$ cat config.mk
export PLATFORM = sky130hd
export DESIGN_NAME = uvp_probe
export DESIGN_NICKNAME = d
export VERILOG_FILES = /design/src/rtl/uvp_pkg.sv /design/src/rtl/uvp_step_rom.sv /design/src/rtl/uvp_judge.sv /design/src/rtl/uvp_probe.sv
export SDC_FILE = /design/constraint.sdc
export NUM_CORES = 1
export LEC_CHECK = 0
export ABC_CLOCK_PERIOD_IN_PS = 4290
export BUFFER_PORTS_ARGS = -buffer_cell sky130_fd_sc_hd__buf_2
export CORE_MARGIN = 2
export CORE_UTILIZATION = 50
export DETAILED_ROUTE_END_ITERATION = 6
export GPL_ROUTABILITY_DRIVEN = 0
export PLACE_DENSITY = 0.81
export SYNTH_ARGS = -nofsm -noshare
export SYNTH_HDL_FRONTEND = slang
export SYNTH_SLANG_ARGS = --single-unit
$ cat constraint.sdc
create_clock -name clk -period 4.29 [get_ports clk]
set_input_delay 0.858 -clock clk [delete_from_list [all_inputs] [get_ports clk]]
set_output_delay 0.858 -clock clk [all_outputs]
set_load 0.1 [all_outputs]
$ cat src/rtl/uvp_pkg.sv
package uvp_pkg;
  localparam int DATA_W = 8;
  localparam int ADDR_W = 3;
  localparam int CODE_W = 4;
  localparam int STEP_COUNT = 15;
  localparam int STEP_W = $clog2(STEP_COUNT);

  // register offsets (the attached controller decodes these)
  localparam logic [ADDR_W-1:0] RA_IEN  = 3'd1;  // interrupt enable / divisor high
  localparam logic [ADDR_W-1:0] RA_FIFO = 3'd2;  // FIFO control write / ident read
  localparam logic [ADDR_W-1:0] RA_LINE = 3'd3;
  localparam logic [ADDR_W-1:0] RA_MODM = 3'd4;
  localparam logic [ADDR_W-1:0] RA_SCR  = 3'd7;

  typedef enum logic [CODE_W-1:0] {
    VT_ABSENT = 4'd0, VT_NOSCR = 4'd1, VT_NOFIFO = 4'd2, VT_BADFIFO = 4'd3,
    VT_FIFO16 = 4'd4, VT_FLOWCTL = 4'd5, VT_ENHREG = 4'd6, VT_FIFO64 = 4'd7,
    VT_ENHX = 4'd8
  } vtype_t;

  typedef struct packed {
    logic              is_rd;
    logic [ADDR_W-1:0] addr;
    logic [DATA_W-1:0] data;
  } bus_op_t;
endpackage

$ cat src/rtl/uvp_step_rom.sv
module uvp_step_rom
  import uvp_pkg::*;
#(
  parameter logic [DATA_W-1:0] PATTERN = 8'h5A
) (
  input  logic [STEP_W-1:0] step,
  output bus_op_t           op
);
  function automatic bus_op_t wr(input logic [ADDR_W-1:0] a, input logic [DATA_W-1:0] d);
    return '{is_rd: 1'b0, addr: a, data: d};
  endfunction
  function automatic bus_op_t rd(input logic [ADDR_W-1:0] a);
    return '{is_rd: 1'b1, addr: a, data: '0};
  endfunction

  always_comb begin
    case (step)
      4'd0:    op = wr(RA_IEN, 8'h00);
      4'd1:    op = wr(RA_LINE, 8'h80);
      4'd2:    op = wr(RA_IEN, PATTERN);
      4'd3:    op = rd(RA_IEN);
      4'd4:    op = wr(RA_LINE, 8'h00);
      4'd5:    op = rd(RA_IEN);
      4'd6:    op = wr(RA_SCR, PATTERN);
      4'd7:    op = rd(RA_SCR);
      4'd8:    op = wr(RA_LINE, 8'hBF);
      4'd9:    op = rd(RA_SCR);
      4'd10:   op = wr(RA_LINE, 8'h80);
      4'd11:   op = wr(RA_FIFO, 8'hE7);
      4'd12:   op = rd(RA_FIFO);
      4'd13:   op = wr(RA_MODM, 8'h20);
      4'd14:   op = rd(RA_MODM);
      default: op = rd(RA_MODM);
    endcase
  end
endmodule

$ cat src/rtl/uvp_judge.sv
module uvp_judge
  import uvp_pkg::*;
#(
  parameter logic [DATA_W-1:0] PATTERN = 8'h5A
) (
  input  logic [STEP_W-1:0] step,
  input  logic [DATA_W-1:0] rdata,
  output logic              decided,
  output vtype_t            verdict
);
  always_comb begin
    decided = 1'b0;
    verdict = VT_ABSENT;
    case (step)
      4'd3: decided = (rdata != PATTERN);
      4'd5: decided = (rdata == PATTERN);
      4'd7: begin decided = (rdata != PATTERN); verdict = VT_NOSCR; end
      4'd9: begin decided = (rdata != PATTERN); verdict = VT_ENHREG; end
      4'd12: begin
        if (!rdata[6])      begin decided = 1'b1; verdict = VT_NOFIFO;  end
        else if (!rdata[7]) begin decided = 1'b1; verdict = VT_BADFIFO; end
        else if (rdata[5])  begin decided = 1'b1; verdict = VT_FIFO64;  end
      end
      4'd14: begin
        decided = 1'b1;
        verdict = rdata[5] ? VT_FLOWCTL : VT_FIFO16;
      end
      default: ;
    endcase
  end
endmodule

$ cat src/rtl/uvp_probe.sv
module uvp_probe
  import uvp_pkg::*;
#(
  parameter logic [DATA_W-1:0] PATTERN = 8'h5A
) (
  input  logic              clk,
  input  logic              rst_n,
  input  logic              start,
  output logic              busy,
  output logic              done,
  output logic [CODE_W-1:0] type_out,
  output logic              bus_wr,
  output logic              bus_rd,
  output logic [ADDR_W-1:0] bus_addr,
  output logic [DATA_W-1:0] bus_wdata,
  input  logic [DATA_W-1:0] bus_rdata
);
  typedef enum logic [1:0] {S_IDLE, S_ISSUE, S_EVAL} state_t;

  state_t            state_q;
  logic [STEP_W-1:0] step_q;
  logic              done_q;
  vtype_t            type_q;
  bus_op_t           op;
  logic              decided;
  vtype_t            verdict;

  uvp_step_rom #(.PATTERN(PATTERN)) u_rom (.step(step_q), .op(op));
  uvp_judge #(.PATTERN(PATTERN)) u_judge (
    .step(step_q), .rdata(bus_rdata), .decided(decided), .verdict(verdict)
  );

  always_ff @(posedge clk) begin
    if (!rst_n) begin
      state_q <= S_IDLE;
      step_q  <= '0;
      done_q  <= 1'b0;
      type_q  <= VT_ABSENT;
    end else begin
      done_q <= 1'b0;
      case (state_q)
        S_IDLE: if (start) begin
          state_q <= S_ISSUE;
          step_q  <= '0;
        end
        S_ISSUE: begin
          if (op.is_rd) state_q <= S_EVAL;
          else          step_q  <= step_q + 1'b1;
        end
        S_EVAL: begin
          if (decided) begin
            state_q <= S_IDLE;
            done_q  <= 1'b1;
            type_q  <= verdict;
          end else begin
            state_q <= S_ISSUE;
            step_q  <= step_q + 1'b1;
          end
        end
        default: state_q <= S_IDLE;
      endcase
    end
  end

  assign busy      = (state_q != S_IDLE);
  assign done      = done_q;
  assign type_out  = type_q;
  assign bus_wr    = (state_q == S_ISSUE) && !op.is_rd;
  assign bus_rd    = (state_q == S_ISSUE) && op.is_rd;
  assign bus_addr  = op.addr;
  assign bus_wdata = bus_wr ? op.data : '0;
endmodule

Word-level counts from Yosys, hierarchy flattened
Memory sizes are Yosys's and may differ from the RTL's. A register that Yosys moved wholly into a read port is not among the register bits.
Cells that the tools add are included.
{"block": "classes", "n_addsub": 1, "eq_ne": 14, "reduce_logical": 11, "mux": 21}
{"op": "$mux W4", "count": 7}
{"op": "$pmux W4 S4", "count": 1}
{"op": "$eq A4 B4 Y1 const B", "count": 3}
{"op": "$pmux W4 S3", "count": 1}
{"op": "$eq A4 B3 Y1 const B", "count": 2}
{"op": "$eq A8 B7 Y1 const B", "count": 1}
{"op": "$mux W8", "count": 1}
{"op": "$ne A2 B2 Y1 const B", "count": 4}
{"op": "$ne A8 B7 Y1 const B", "count": 1}
{"op": "$mux W1", "count": 6}
{"op": "$pmux W2 S3", "count": 1}
{"op": "$reduce_and A2 Y1", "count": 3}
{"op": "$add A4 B1 Y4 const B", "count": 1}
{"op": "$eq A4 B2 Y1 const B", "count": 1}
{"op": "$mux W2", "count": 2}
{"op": "$pmux W1 S4", "count": 1}
{"op": "$reduce_and A4 Y1", "count": 1}
{"op": "$mux W3", "count": 1}
{"op": "$reduce_bool A3 Y1", "count": 1}
{"op": "$reduce_or A3 Y1", "count": 1}
{"op": "$eq A2 B1 Y1 const B", "count": 1}
{"op": "$eq A2 B2 Y1 const B", "count": 1}
{"op": "$logic_and A1 B1 Y1", "count": 2}
{"op": "$logic_not A2 Y1", "count": 1}
{"op": "2 further kinds", "count": 2}
{"block": "word_totals", "register_bits": 11, "n_memories": 1, "elab_cells": 52, "romBits": 192}
{"memory": "(name not given)", "words": 16, "word_bits": 12, "read_ports": 1, "rd_clocked_by_memory_dff": 1, "wr": 0, "line_no": "uvp_step_rom.sv:17", "rtl": "case (step)"}

Depth between registers and ports, before layout
Gate-level depths: netlist (run 1).
{"block": "logic_depth", "ltp_word": 8, "depth_mapped": 11}

By module
A second synthesis (run 1) with hierarchy kept.
{"block": "hier_totals", "cells_unflattened": 136, "hier_area_um2": 1107.3}
{"module": "uvp_probe", "n_inst": 1, "seq_area_each_um2": 220.2, "cells_each": 79, "area_per_inst_um2": 664.4}
{"module": "uvp_step_rom", "n_inst": 1, "seq_area_each_um2": 0.0, "cells_each": 32, "area_per_inst_um2": 245.2}
{"module": "uvp_judge", "n_inst": 1, "seq_area_each_um2": 0.0, "cells_each": 25, "area_per_inst_um2": 197.7}

Least setup slack after synthesis (run 1)
Ideal clock, no wire load.
{"block": "synth_timing", "path_type": "reg-to-output", "startpoint": "reg state_q[1]", "endpoint": "out bus_wdata[2]", "path_slack_ps": 421, "stages_incl_launch_ff": 7, "t_required_ps": 3432, "arrival_time_ps": 3011, "cell_sequence": "dfxtp_1 -> inv_1 -> ha_1 -> nor2b_1 -> clkbuf_1 -> and2_1 -> buf_4"}
{"block": "synth_via", "elab_chain_len": 3}
{"element": "start, declared", "line_no": "uvp_probe.sv:20", "rtl": "state_t state_q;"}
{"element": "start signal, assigned", "line_no": "uvp_probe.sv:35", "rtl": "state_q <= S_IDLE;"}
{"element": "start signal, assigned", "line_no": "uvp_probe.sv:43", "rtl": "state_q <= S_ISSUE;"}
{"element": "start signal, assigned", "line_no": "uvp_probe.sv:47", "rtl": "if (op.is_rd) state_q <= S_EVAL;"}
{"element": "$eq A2 B1 Y1", "line_no": "uvp_probe.sv:68", "rtl": "assign bus_wr = (state_q == S_ISSUE) && !op.is_rd;"}
{"element": "$logic_and A1 B1 Y1", "line_no": "uvp_probe.sv:68"}
{"element": "net bus_wr", "line_no": "uvp_probe.sv:12", "rtl": "output logic bus_wr,"}
{"element": "$mux W8", "line_no": "uvp_probe.sv:71", "rtl": "assign bus_wdata = bus_wr ? op.data : '0;"}
{"element": "end, declared", "line_no": "uvp_probe.sv:15", "rtl": "output logic [DATA_W-1:0] bus_wdata,"}
The timed path passes the listed nets, and every way through them passes these cells.

Final worst setup path (run 1)
{"block": "layout_timing", "startpoint": "in bus_rdata[5]", "endpoint": "reg, netlist name u_rom.op[11]"}
{"block": "layout_via", "elab_chain_len": 8, "word_cells_on_any_way": 10}
{"element": "start, declared", "line_no": "uvp_probe.sv:16", "rtl": "input logic [DATA_W-1:0] bus_rdata"}
{"element": "$mux W1", "line_no": "uvp_judge.sv:22", "rtl": "else if (rdata[5]) begin decided = 1'b1; verdict = VT_FIFO64; end"}
{"element": "$mux W1", "line_no": "uvp_judge.sv:21", "rtl": "else if (!rdata[7]) begin decided = 1'b1; verdict = VT_BADFIFO; end"}
{"element": "$mux W1", "line_no": "uvp_judge.sv:20", "rtl": "if (!rdata[6]) begin decided = 1'b1; verdict = VT_NOFIFO; end"}
{"element": "$pmux W1 S4 *", "line_no": "uvp_judge.sv:14", "rtl": "case (step)"}
{"element": "$ne A2 B2 Y1 (no source line) *"}
{"element": "$reduce_and A4 Y1 (no source line) *"}
{"element": "$mux W4 (no source line) * (2 in series)"}
Mark *: on every way between the ends. The rest lies on a longest branch, timed or not.
A chain may end at the register's enable or synchronous reset.

==> summary.txt, run 1 <==
Rows = 19
antenna cells = 0
vias per inst = 5.76
Area growth syn-to-layout = 11.6%
CP max stage cell = or4_4
largest net degree at the start of global routing = 14
final setup skew = 0.00486 ns
post-synthesis sequential area ratio = 28.9%
Synth Area in Adders = 10.8%
Layout fillers = 236
FF-to-FF Start = step_q[0]$_SDFFE_PN0N_
most frequent cell after synthesis = dfxtp_1
Yosys top cell by area = dfxtp_1
Worst R2R Path Depth = 11
Synth async-reset ratio = 0%
crit path DAT = 3.56 ns
outcome = finished clean
Worst Hold Class = flop to flop
RSZ-0062 raised after global routing = no
Detail Route Antenna Nets = 0
Synth top area share = 28.9%
multiplexer share of the synthesized area = 5.51%
flop-to-flop setup slack = 1.24 ns
Core Area = 2690 µm²
layout cells sized above 1 = 30.2%
PwrDens = 318 nW/µm²
CP max stage delay = 0.56 ns
area of the die = 3210 µm²
synth top area cells = dfxtp_1 (29%), ha_1 (11%), and2_1 (4.5%)
syn avg cell area = 8.82 µm²
Final Hold Viols = 0
dpl ws = 0.730 ns
root buffer cell = clkbuf_4
cell family with most CP delay = simple AND/OR/NAND/NOR gates
Seq. cell area = 400 µm²
Slew Viols, Final = 0
Peak supply drop = 0.203 mV
Post-Synth Simple-Gate Area = 29.5%
initial antenna violation count = 0
number of global-route vias before repair = 1156
Netlist Area Pre-Place = 1390 µm²
hold buffers post-CTS = 0
final period utilization = 77.2%
DR vias = 1210
Post-CTS Resized = 0
count of input and output buffers = 28
maximum clock insertion buffer count = 2
xor/xnor cell area share of the yosys netlist = 0%
Die Wd = 56.6 µm
Post-synth top flop = dfxtp_1
gr ovfl total = 0
worst path bufs/invs = 2
most frequent cells after synthesis = dfxtp_1 (20), inv_1 (14), nand2_1 (14), ha_1 (12), and2_1 (10)
area taken by multi-input logic gates = 861 µm²
leakage power = 0.000764 µW
cells along the critical path = buf_2, or4b_4, or4_4, and4_4, mux2i_4, inv_1, ha_1, nor3_1, or3_1, a22oi_2
critical path class = input pin to flop
fmax = 302 MHz
# Max-Cap Violations = 0
die height = 56.6 µm
Final TNS setup = 0 ns
Setup crit start kind = input pin
count of final setup violators = 0
r2r endpoint = u_rom.op[11]$_DFF_P_
critical path required time = 4.54 ns
cells after synthesis = 157
initial drt markers = 56
Hold Path End = type_out[0]$_SDFFE_PN0P_
final net count = 203
WL final = 3010 µm
drt drc = 0
Post-DP Area = 1490 µm²
# clock sinks = 20
EDFF count, synth = 0
worst slew pin tran = 0.539 ns
flops & latches, synth = 20
distinct cell type count after synthesis = 56
final core utilization = 57.5%
Final Cell Area = 1550 µm²
CP max FO = 6
initial core utilization = 51.6%
crit path from = bus_rdata[5]
first-pass GRT wire length = 5100 µm
CTS tree = done
1st-pass router iterations = 4
Max-slew headroom = 64.0%
Syn Nets = 180
htree depth = 1
Final min period = 3.31 ns
Post-CTS Setup Bufs = 0
HPWL after detailed placement = 2200 µm
hold_ws = 0.521 ns
Ys Warns = 0
clock latency on the worst-skew pair = 0.32 ns
largest family of logic cells by synthesized area = simple AND/OR/NAND/NOR gates
compound-cell area share of the yosys netlist = 16.0%
hold depth = 1
Final WS setup = 0.978 ns
CTS clk-pin slew, worst paths = 0.13 ns
GRT Util Overall = 19.8%
DR WL/cell = 14.3 µm
hold wc startpoint = type_out[0]$_SDFFE_PN0P_
CTS Buf Count = 3
Ports = 30
critical path endpoint category = flop
through the flow:
step                instances  total power, µW
floorplan                 157              309
global placement          206              327
detailed placement        206              331
CTS                       210              487
global route              210              509
finish                    210              492
cell type report:
class,instances,area share (%)
Clock inverter,1,1.94
Tap cell,31,2.51
Timing Repair Buffer,28,9.07
Inverter,14,3.40
Clock buffer,3,1.46
Multi-Input combinational cell,113,55.7
Sequential cell,20,25.9
metal layers:
metal / up-vias / global-route usage [%] / share of wire, %
met3: 7 / 3.23 / 5.6
met4: 0 / 9.52 / 1.5
met5: - / 0 / 0
met1: 572 / 24.9 / 43
li1: 589 / - / -
met2: 42 / 32.7 / 50
power by group:
group	leakage, µW	internal, µW	switching, µW
logic	0.000574	38.7	93.4
registers	0.000162	193	5.55
clock network	0.0000279	94.5	67.2
total	0.000764	326	166
worst register-to-register path, stage by stage (launching register included):
cell and delay (ns):
dfxtp_1 0.38, inv_1 0.11, ha_1 0.23, and4bb_2 0.28, or3_2 0.51, and4_4 0.26
mux2i_4 0.21, inv_1 0.13, ha_1 0.25, nor3_1 0.08, or3_1 0.35, a22oi_2 0.20
how the worst max path moves through the flow:
| stage | end | slack [ns] | cells past startpoint |
|---|---|---|---|
| 2_1_floorplan | bus_wdata[2] | 0.42 | 6 |
| 3_3_place_gp | u_rom.op[11]$_DFF_P_ | 0.83 | 9 |
| 3_5_place_dp | u_rom.op[11]$_DFF_P_ | 0.73 | 9 |
| 4_1_cts | u_rom.op[11]$_DFF_P_ | 1.01 | 9 |
| 5_1_grt | u_rom.op[11]$_DFF_P_ | 0.91 | 9 |
| 6_report | u_rom.op[11]$_DFF_P_ | 0.98 | 10 |
registers in the layout, indices dropped and copies added, names as in the netlist:
name,flops
done,1
type_out,3
step_q,4
u_rom.op,10
state_q,2
cells in the final DEF (no fill, tap or decap), drive strengths merged, types with 2 or more instances in the layout:
cell | Yosys | final
or4 | 2 | 2
mux2i | 4 | 4
nor2 | 5 | 5
nand3 | 3 | 3
o22ai | 2 | 2
o211ai | 2 | 2
nand2 | 14 | 14
and2 | 11 | 11
clkbuf | 2 | 3
dfxtp | 20 | 20
and3 | 3 | 3
a21oi | 2 | 2
o21ai | 10 | 10
and2b | 3 | 3
nand4 | 2 | 2
or3 | 3 | 3
nor3 | 3 | 3
or2 | 2 | 2
nor2b | 4 | 4
buf | 8 | 28
ha | 12 | 12
a21boi | 4 | 4
inv | 14 | 14
a22oi | 2 | 2
cells by family (layout without fill, tap and decap cells):
family,after synthesis,in the layout
AOI/OAI and AO/OA,30,30
adders and majority gates,12,12
buffers and inverters,24,46
DFF,20,20
muxes,5,5
other,1,1
and+or+nand+nor,65,65
No activity file was read; power rests on OpenSTA's default activity.
==> run 2, diff against run 1 <==
--- a/config.mk
+++ b/config.mk
@@ -5,13 +5,14 @@
 export SDC_FILE = /design/constraint.sdc
 export NUM_CORES = 1
 export LEC_CHECK = 0
-export ABC_CLOCK_PERIOD_IN_PS = 4290
+export ABC_AREA = 1
+export ABC_CLOCK_PERIOD_IN_PS = 2700
 export BUFFER_PORTS_ARGS = -buffer_cell sky130_fd_sc_hd__buf_2
 export CORE_MARGIN = 2
-export CORE_UTILIZATION = 50
+export CORE_UTILIZATION = 48
 export DETAILED_ROUTE_END_ITERATION = 6
 export GPL_ROUTABILITY_DRIVEN = 0
-export PLACE_DENSITY = 0.81
+export PLACE_DENSITY = 0.82
 export SYNTH_ARGS = -nofsm -noshare
 export SYNTH_HDL_FRONTEND = slang
 export SYNTH_SLANG_ARGS = --single-unit
==> constraint.sdc (replaced) <==
create_clock -name clk -period 2.7 [get_ports clk]
set_input_delay 0.54 -clock clk [delete_from_list [all_inputs] [get_ports clk]]
set_output_delay 0.54 -clock clk [all_outputs]
set_load 0.1 [all_outputs]
==> summary.txt, run 2 <==
outcome = finished clean (unchanged)
critical path endpoint category = output pin (was flop)
critical path class = flop to output pin (was input pin to flop)
# clock sinks = 20 (unchanged)
clock power share = 11.6% (was 32.9%)
switching pwr = 624 µW (was 166 µW)
CTS Buf Count = 3 (unchanged)
critical path required time = 2.16 ns (was 4.54 ns)
Netlist Area Pre-Place = 1320 µm² (was 1390 µm²)
initial core utilization = 49.2% (was 51.6%)
Largest register FFs = 10 (unchanged)
Final Cell Area = 1510 µm² (was 1550 µm²)
drt drc = 0 (unchanged)
PwrDens = 782 nW/µm² (was 318 nW/µm²)
cells after synthesis = 191 (was 157)
syn avg cell area = 6.92 µm² (was 8.82 µm²)
root buffer cell = clkbuf_4 (unchanged)
Comb pwr share = 56.4% (was 26.9%)
first-pass GRT wire length = 4140 µm (was 5100 µm)
Placed Instances = 243 (was 206)
RSZ-0062 raised after global routing = no (unchanged)
hold buffers post-CTS = 0 (unchanged)
final period utilization = 89.4%
vias per inst = 4.67 (was 5.76)
htree depth = 1 (unchanged)
Post-CTS Setup Bufs = 0 (unchanged)
Synth top area share = 30.3% (was 28.9%)
layout cells sized above 1 = 26.5% (was 30.2%)
die height = 56.5 µm (was 56.6 µm)
HPWL after detailed placement = 1900 µm (was 2200 µm)
Area growth syn-to-layout = 13.9% (was 11.6%)
final core utilization = 56.0% (was 57.5%)
Setup crit start kind = flop (was input pin)
flops & latches, synth = 20 (unchanged)
most frequent cells in the layout = inv_1 (42), nand2_1 (37), buf_2 (28) (was buf_2 (28), dfxtp_1 (20), inv_1 (14), nand2_1 (14), ha_1 (12))
Core Area = 2690 µm² (unchanged)
Syn Nets = 214 (was 180)
switching fraction of total power = 53.0% (was 33.8%)
area of the die = 3190 µm² (was 3210 µm²)
GRT Util Overall = 16.1% (was 19.8%)
gr ovfl total = 0 (unchanged)
EDFF count, synth = 0 (unchanged)
final std cells w/o fill = 246 (was 210)
largest net degree at the start of global routing = 12 (was 14)
Layout fillers = 247 (was 236)
Detail Route Antenna Nets = 0 (unchanged)
Final Hold Viols = 0 (unchanged)
Die Wd = 56.5 µm (was 56.6 µm)
Final min period = 2.41 ns
Pint = 553 µW (was 326 µW)
DR vias = 1149 (was 1210)
final net count = 240 (was 203)
Worst Hold Class = flop to flop (unchanged)
synth top area cells = dfxtp_1 (30%), inv_1 (12%), ha_1 (11%) (was dfxtp_1 (29%), ha_1 (11%), and2_1 (4.5%))
antenna cells = 0 (unchanged)
Post-synth top flop = dfxtp_1 (unchanged)
initial drt markers = 30 (was 56)
maximum clock insertion buffer count = 2 (unchanged)
Slew Viols, Final = 0 (unchanged)
post-synthesis sequential area ratio = 30.3% (was 28.9%)
Sequential Power Share = 32.0% (was 40.3%)
CP max FO = 7 (was 6)
distinct cell type count after synthesis = 27 (was 56)
DR WL/cell = 9.51 µm (was 14.3 µm)
initial antenna violation count = 0 (unchanged)
most common cell after layout, fill and taps aside = inv_1 (was buf_2)
Ys Warns = 0 (unchanged)
CTS clk-pin slew, worst paths = 0.10 ns (was 0.13 ns)
# Max-Cap Violations = 0 (unchanged)
number of global-route vias before repair = 1080 (was 1156)
final setup skew = 0.00251 ns (was 0.00486 ns)
Post-CTS Resized = 0 (unchanged)
Ports = 30 (unchanged)
leakage power = 0.000880 µW (was 0.000764 µW)
fmax = 414 MHz
1st-pass router iterations = 4 (unchanged)
crit path DAT = 1.87 ns (was 3.56 ns)
CTS tree = done (unchanged)
Post-DP Area = 1480 µm² (was 1490 µm²)
Peak supply drop = 0.777 mV (was 0.203 mV)
WL final = 2340 µm (was 3010 µm)
count of final setup violators = 0 (unchanged)
Synth async-reset ratio = 0% (unchanged)
clock latency on the worst-skew pair = 0.29 ns (was 0.32 ns)
most frequent cell after synthesis = inv_1 (was dfxtp_1)
count of input and output buffers = 28 (unchanged)
most frequent cells after synthesis = inv_1 (42), nand2_1 (37), dfxtp_1 (20), nor2_1 (16), nand3_1 (15) (was dfxtp_1 (20), inv_1 (14), nand2_1 (14), ha_1 (12), and2_1 (10))
Yosys top cell by area = dfxtp_1 (unchanged)
Rows = 19 (unchanged)
-- run 2: cell types whose count changed after synthesis, sizes merged, moves of 11 or more --
cell | before | now
nand3 | 3 | 17
inv | 14 | 45
and2 | 11 | 0
nor2 | 5 | 19
nand2 | 14 | 45
-- run 2: per-layer routing --
layer / up-vias / GRT usage [%] / part of all wire (%)
met5: - / 0 / 0
met4: 0 / 4.08 / 1.0
met3: 2 / 4.38 / 4.4
met2: 20 / 29.4 / 48
met1: 502 / 18.1 / 46
li1: 625 / - / -
-- run 2: path summary, 6_finish.rpt --
check	endpoint	from	depth (start not counted)	slack (ns)
min	type_out[1]$_SDFFE_PN0P_	type_out[1]$_SDFFE_PN0P_	2	0.50
min reg2reg	type_out[1]$_SDFFE_PN0P_	type_out[1]$_SDFFE_PN0P_	2	0.50
max	bus_wdata[0]	state_q[1]$_SDFFE_PN0P_	7	0.29
max reg2reg	u_rom.op[9]$_DFF_P_	step_q[0]$_SDFFE_PN0N_	17	0.49
-- run 2: layout make-up --
type / instances / area, µm² / share of cell area [%]
Clock buffer: 3 / 22.5 / 1.50
Inverter: 45 / 169 / 11.2
Tap cell: 31 / 38.8 / 2.58
Multi-Input combinational cell: 119 / 734 / 48.8
Timing Repair Buffer: 28 / 140 / 9.31
Sequential cell: 20 / 400 / 26.6
-- run 2: metrics by stage --
stage                     TNS [ns]  worst slack [ns]  hold WS, ns  total power [µW]
after global placement           0             0.546        0.484              1040
after detailed placement         0             0.460        0.479              1050
after global routing             0             0.103        0.512              1280
after floorplan              -1.09            -0.206        0.513               956
after CTS                        0             0.261        0.502              1190
final                            0             0.285        0.504              1180
-- run 2: critical path: stages, from the launching register on --
cell	delay, ns
dfxtp_1	0.35
inv_1	0.12
ha_1	0.18
inv_1	0.07
nor2_4	0.10
inv_1	0.18
nor2_4	0.15
buf_2	0.43
-- run 2: logic make-up (layout without fill, tap and decap cells) --
group | after synthesis | in the layout | share of synthesized area [%]
simple gates | 86 | 86 | 32.5
xor+xnor | 1 | 1 | 0.663
flops | 20 | 20 | 30.3
other cells | 1 | 1 | 0.284
compound gates | 19 | 19 | 8.33
buf+inv | 52 | 76 | 16.6
fa+ha+maj | 12 | 12 | 11.4
-- run 2: power groups by stage --
| stage | Sequential [µW] | Combinational (µW) | Clock, µW |
|---|---|---|---|
| floorplan | 375 | 581 | 0 |
| global placement | 383 | 657 | 0 |
| detailed placement | 385 | 664 | 0 |
| CTS | 377 | 668 | 143 |
| global route | 384 | 740 | 152 |
| finish | 377 | 664 | 136 |
==> run 3, diff against run 2 <==
--- a/config.mk
+++ b/config.mk
@@ -12,7 +12,7 @@
 export CORE_UTILIZATION = 48
 export DETAILED_ROUTE_END_ITERATION = 6
 export GPL_ROUTABILITY_DRIVEN = 0
-export PLACE_DENSITY = 0.82
+export PLACE_DENSITY = 0.75
 export SYNTH_ARGS = -nofsm -noshare
 export SYNTH_HDL_FRONTEND = slang
 export SYNTH_SLANG_ARGS = --single-unit
==> summary.txt, run 3 (synthesized netlist as in run 2, its figures left out) <==
outcome = finished clean (unchanged)
DR vias = 1142 (was 1149)
Core Area = 2690 µm² (unchanged)
Final TNS setup = 0 ns (unchanged)
hold buffers post-CTS = 0 (unchanged)
WL final = 2390 µm (was 2340 µm)
fmax = 409 MHz (was 414 MHz)
Final Hold Viols = 0 (unchanged)
Post-CTS Setup Bufs = 0 (unchanged)
Final Total Pwr = 1290 µW (was 1180 µW)
die height = 56.5 µm (unchanged)
critical path class = flop to output pin (unchanged)
Post-CTS Resized = 0 (unchanged)
PwrDens = 843 nW/µm² (was 782 nW/µm²)
final net count = 240 (unchanged)
Slew Viols, Final = 0 (unchanged)
critical path required time = 2.16 ns (about the same)
Largest register FFs = 10 (unchanged)
clock latency on the worst-skew pair = 0.30 ns (was 0.29 ns)
CP max stage delay = 0.43 ns (about the same)
root buffer cell = clkbuf_4 (unchanged)
first-pass GRT wire length = 4030 µm (was 4140 µm)
leakage power = 0.000894 µW (was 0.000880 µW)
number of global-route vias before repair = 1004 (was 1080)
Detail Route Antenna Nets = 0 (unchanged)
CTS tree = done (unchanged)
Setup crit start kind = flop (unchanged)
# clock sinks = 20 (unchanged)
Layout fillers = 282 (was 247)
Rows = 19 (unchanged)
CP max stage cell = buf_2 (unchanged)
antenna cells = 0 (unchanged)
Final min period = 2.45 ns (was 2.41 ns)
final period utilization = 90.6% (was 89.4%)
Worst Hold Class = flop to flop (unchanged)
# Max-Cap Violations = 0 (unchanged)
HPWL after detailed placement = 1970 µm (was 1900 µm)
Die Wd = 56.5 µm (unchanged)
gr ovfl total = 0 (unchanged)
CP max FO = 7 (unchanged)
layout cells sized above 1 = 26.9% (was 26.5%)
Worst R2R Path Depth = 17 (unchanged)
htree depth = 1 (unchanged)
Area growth syn-to-layout = 16.2% (was 13.9%)
Final WS setup = 0.253 ns (was 0.285 ns)
initial antenna violation count = 0 (unchanged)
initial drt markers = 17 (was 30)
GRT Util Overall = 15.9% (was 16.1%)
1st-pass router iterations = 4 (unchanged)
most frequent cells in the layout = inv_1 (42), nand2_1 (37), buf_2 (28) (unchanged)
maximum clock insertion buffer count = 2 (unchanged)
DR WL/cell = 9.66 µm (was 9.51 µm)
count of final setup violators = 0 (unchanged)
drt drc = 0 (unchanged)
final setup skew = 0.00572 ns (was 0.00251 ns)
vias per inst = 4.62 (was 4.67)
critical path endpoint category = output pin (unchanged)
RSZ-0062 raised after global routing = no (unchanged)
cells along the critical path = inv_1, ha_1, inv_1, nor2_4, inv_1, nor2_4, buf_2 (unchanged)
count of input and output buffers = 28 (unchanged)
hold depth = 2 (unchanged)
CTS clk-pin slew, worst paths = 0.11 ns (was 0.10 ns)
initial core utilization = 49.2% (unchanged)
area of the die = 3190 µm² (unchanged)
Ports = 30 (unchanged)
crit path DAT = 1.91 ns (was 1.87 ns)
CP most frequent cell = inv_1 (unchanged)
Peak supply drop = 1.15 mV (was 0.777 mV)
most common cell after layout, fill and taps aside = inv_1 (unchanged)
dpl ws = 0.450 ns (was 0.460 ns)
CTS Buf Count = 3 (unchanged)
largest net degree at the start of global routing = 13 (was 12)
## run 3: final timing paths
path | startpoint | end | slack, ns
hold / removal | type_out[1]$_SDFFE_PN0P_ | type_out[1]$_SDFFE_PN0P_ | 0.50
hold reg to reg | type_out[1]$_SDFFE_PN0P_ | type_out[1]$_SDFFE_PN0P_ | 0.50
setup reg to reg | step_q[0]$_SDFFE_PN0N_ | u_rom.op[9]$_DFF_P_ | 0.46
setup / recovery | state_q[1]$_SDFFE_PN0P_ | bus_wdata[3] | 0.25
## run 3: worst max-delay path, delay by kind of cell (launching register included)
kind                       cells  cell delay (ns)
adders and majority gates      1             0.19
buffers and inverters          4             0.81
DFF                            1             0.35
and+or+nand+nor                2             0.26
## run 3: layer usage
metal	wire length (µm)	global-route usage, %	vias up	share of wire [%]
met5	0	0	-	0
met4	17	4.08	0	0.71
met3	99	5.30	2	4.1
met2	1140	27.6	19	48
met1	1130	18.8	497	47
li1	-	-	624	-
## run 3: layout make-up
type                            instances  area [µm²]  area share, %
Clock buffer                            3        22.5           1.47
Clock inverter                          1        30.0           1.96
Inverter                               45         169           11.0
Multi-Input combinational cell        119         734           47.8
Sequential cell                        20         400           26.1
Tap cell                               31        38.8           2.53
Timing Repair Buffer                   28         140           9.13
## run 3: power breakdown
| group | switching, µW | leakage (µW) | internal [µW] |
|---|---|---|---|
| clock network | 92.1 | 0.0000279 | 150 |
| logic | 511 | 0.000704 | 162 |
| registers | 36.6 | 0.000162 | 342 |
## run 3: metrics by stage
| step | std cells | hold slack (ns) | util (%) | cell area, µm² |
|---|---|---|---|---|
| finish | 247 | 0.499 | 57.1 | 1540 |
| global route | 247 | 0.526 | 57.1 | 1540 |
| CTS | 247 | 0.498 | 57.1 | 1540 |
| detailed placement | 243 | 0.474 | 55.2 | 1480 |
| global placement | 243 | 0.482 | 55.2 | 1480 |
| floorplan | 191 | 0.513 | - | 1360 |
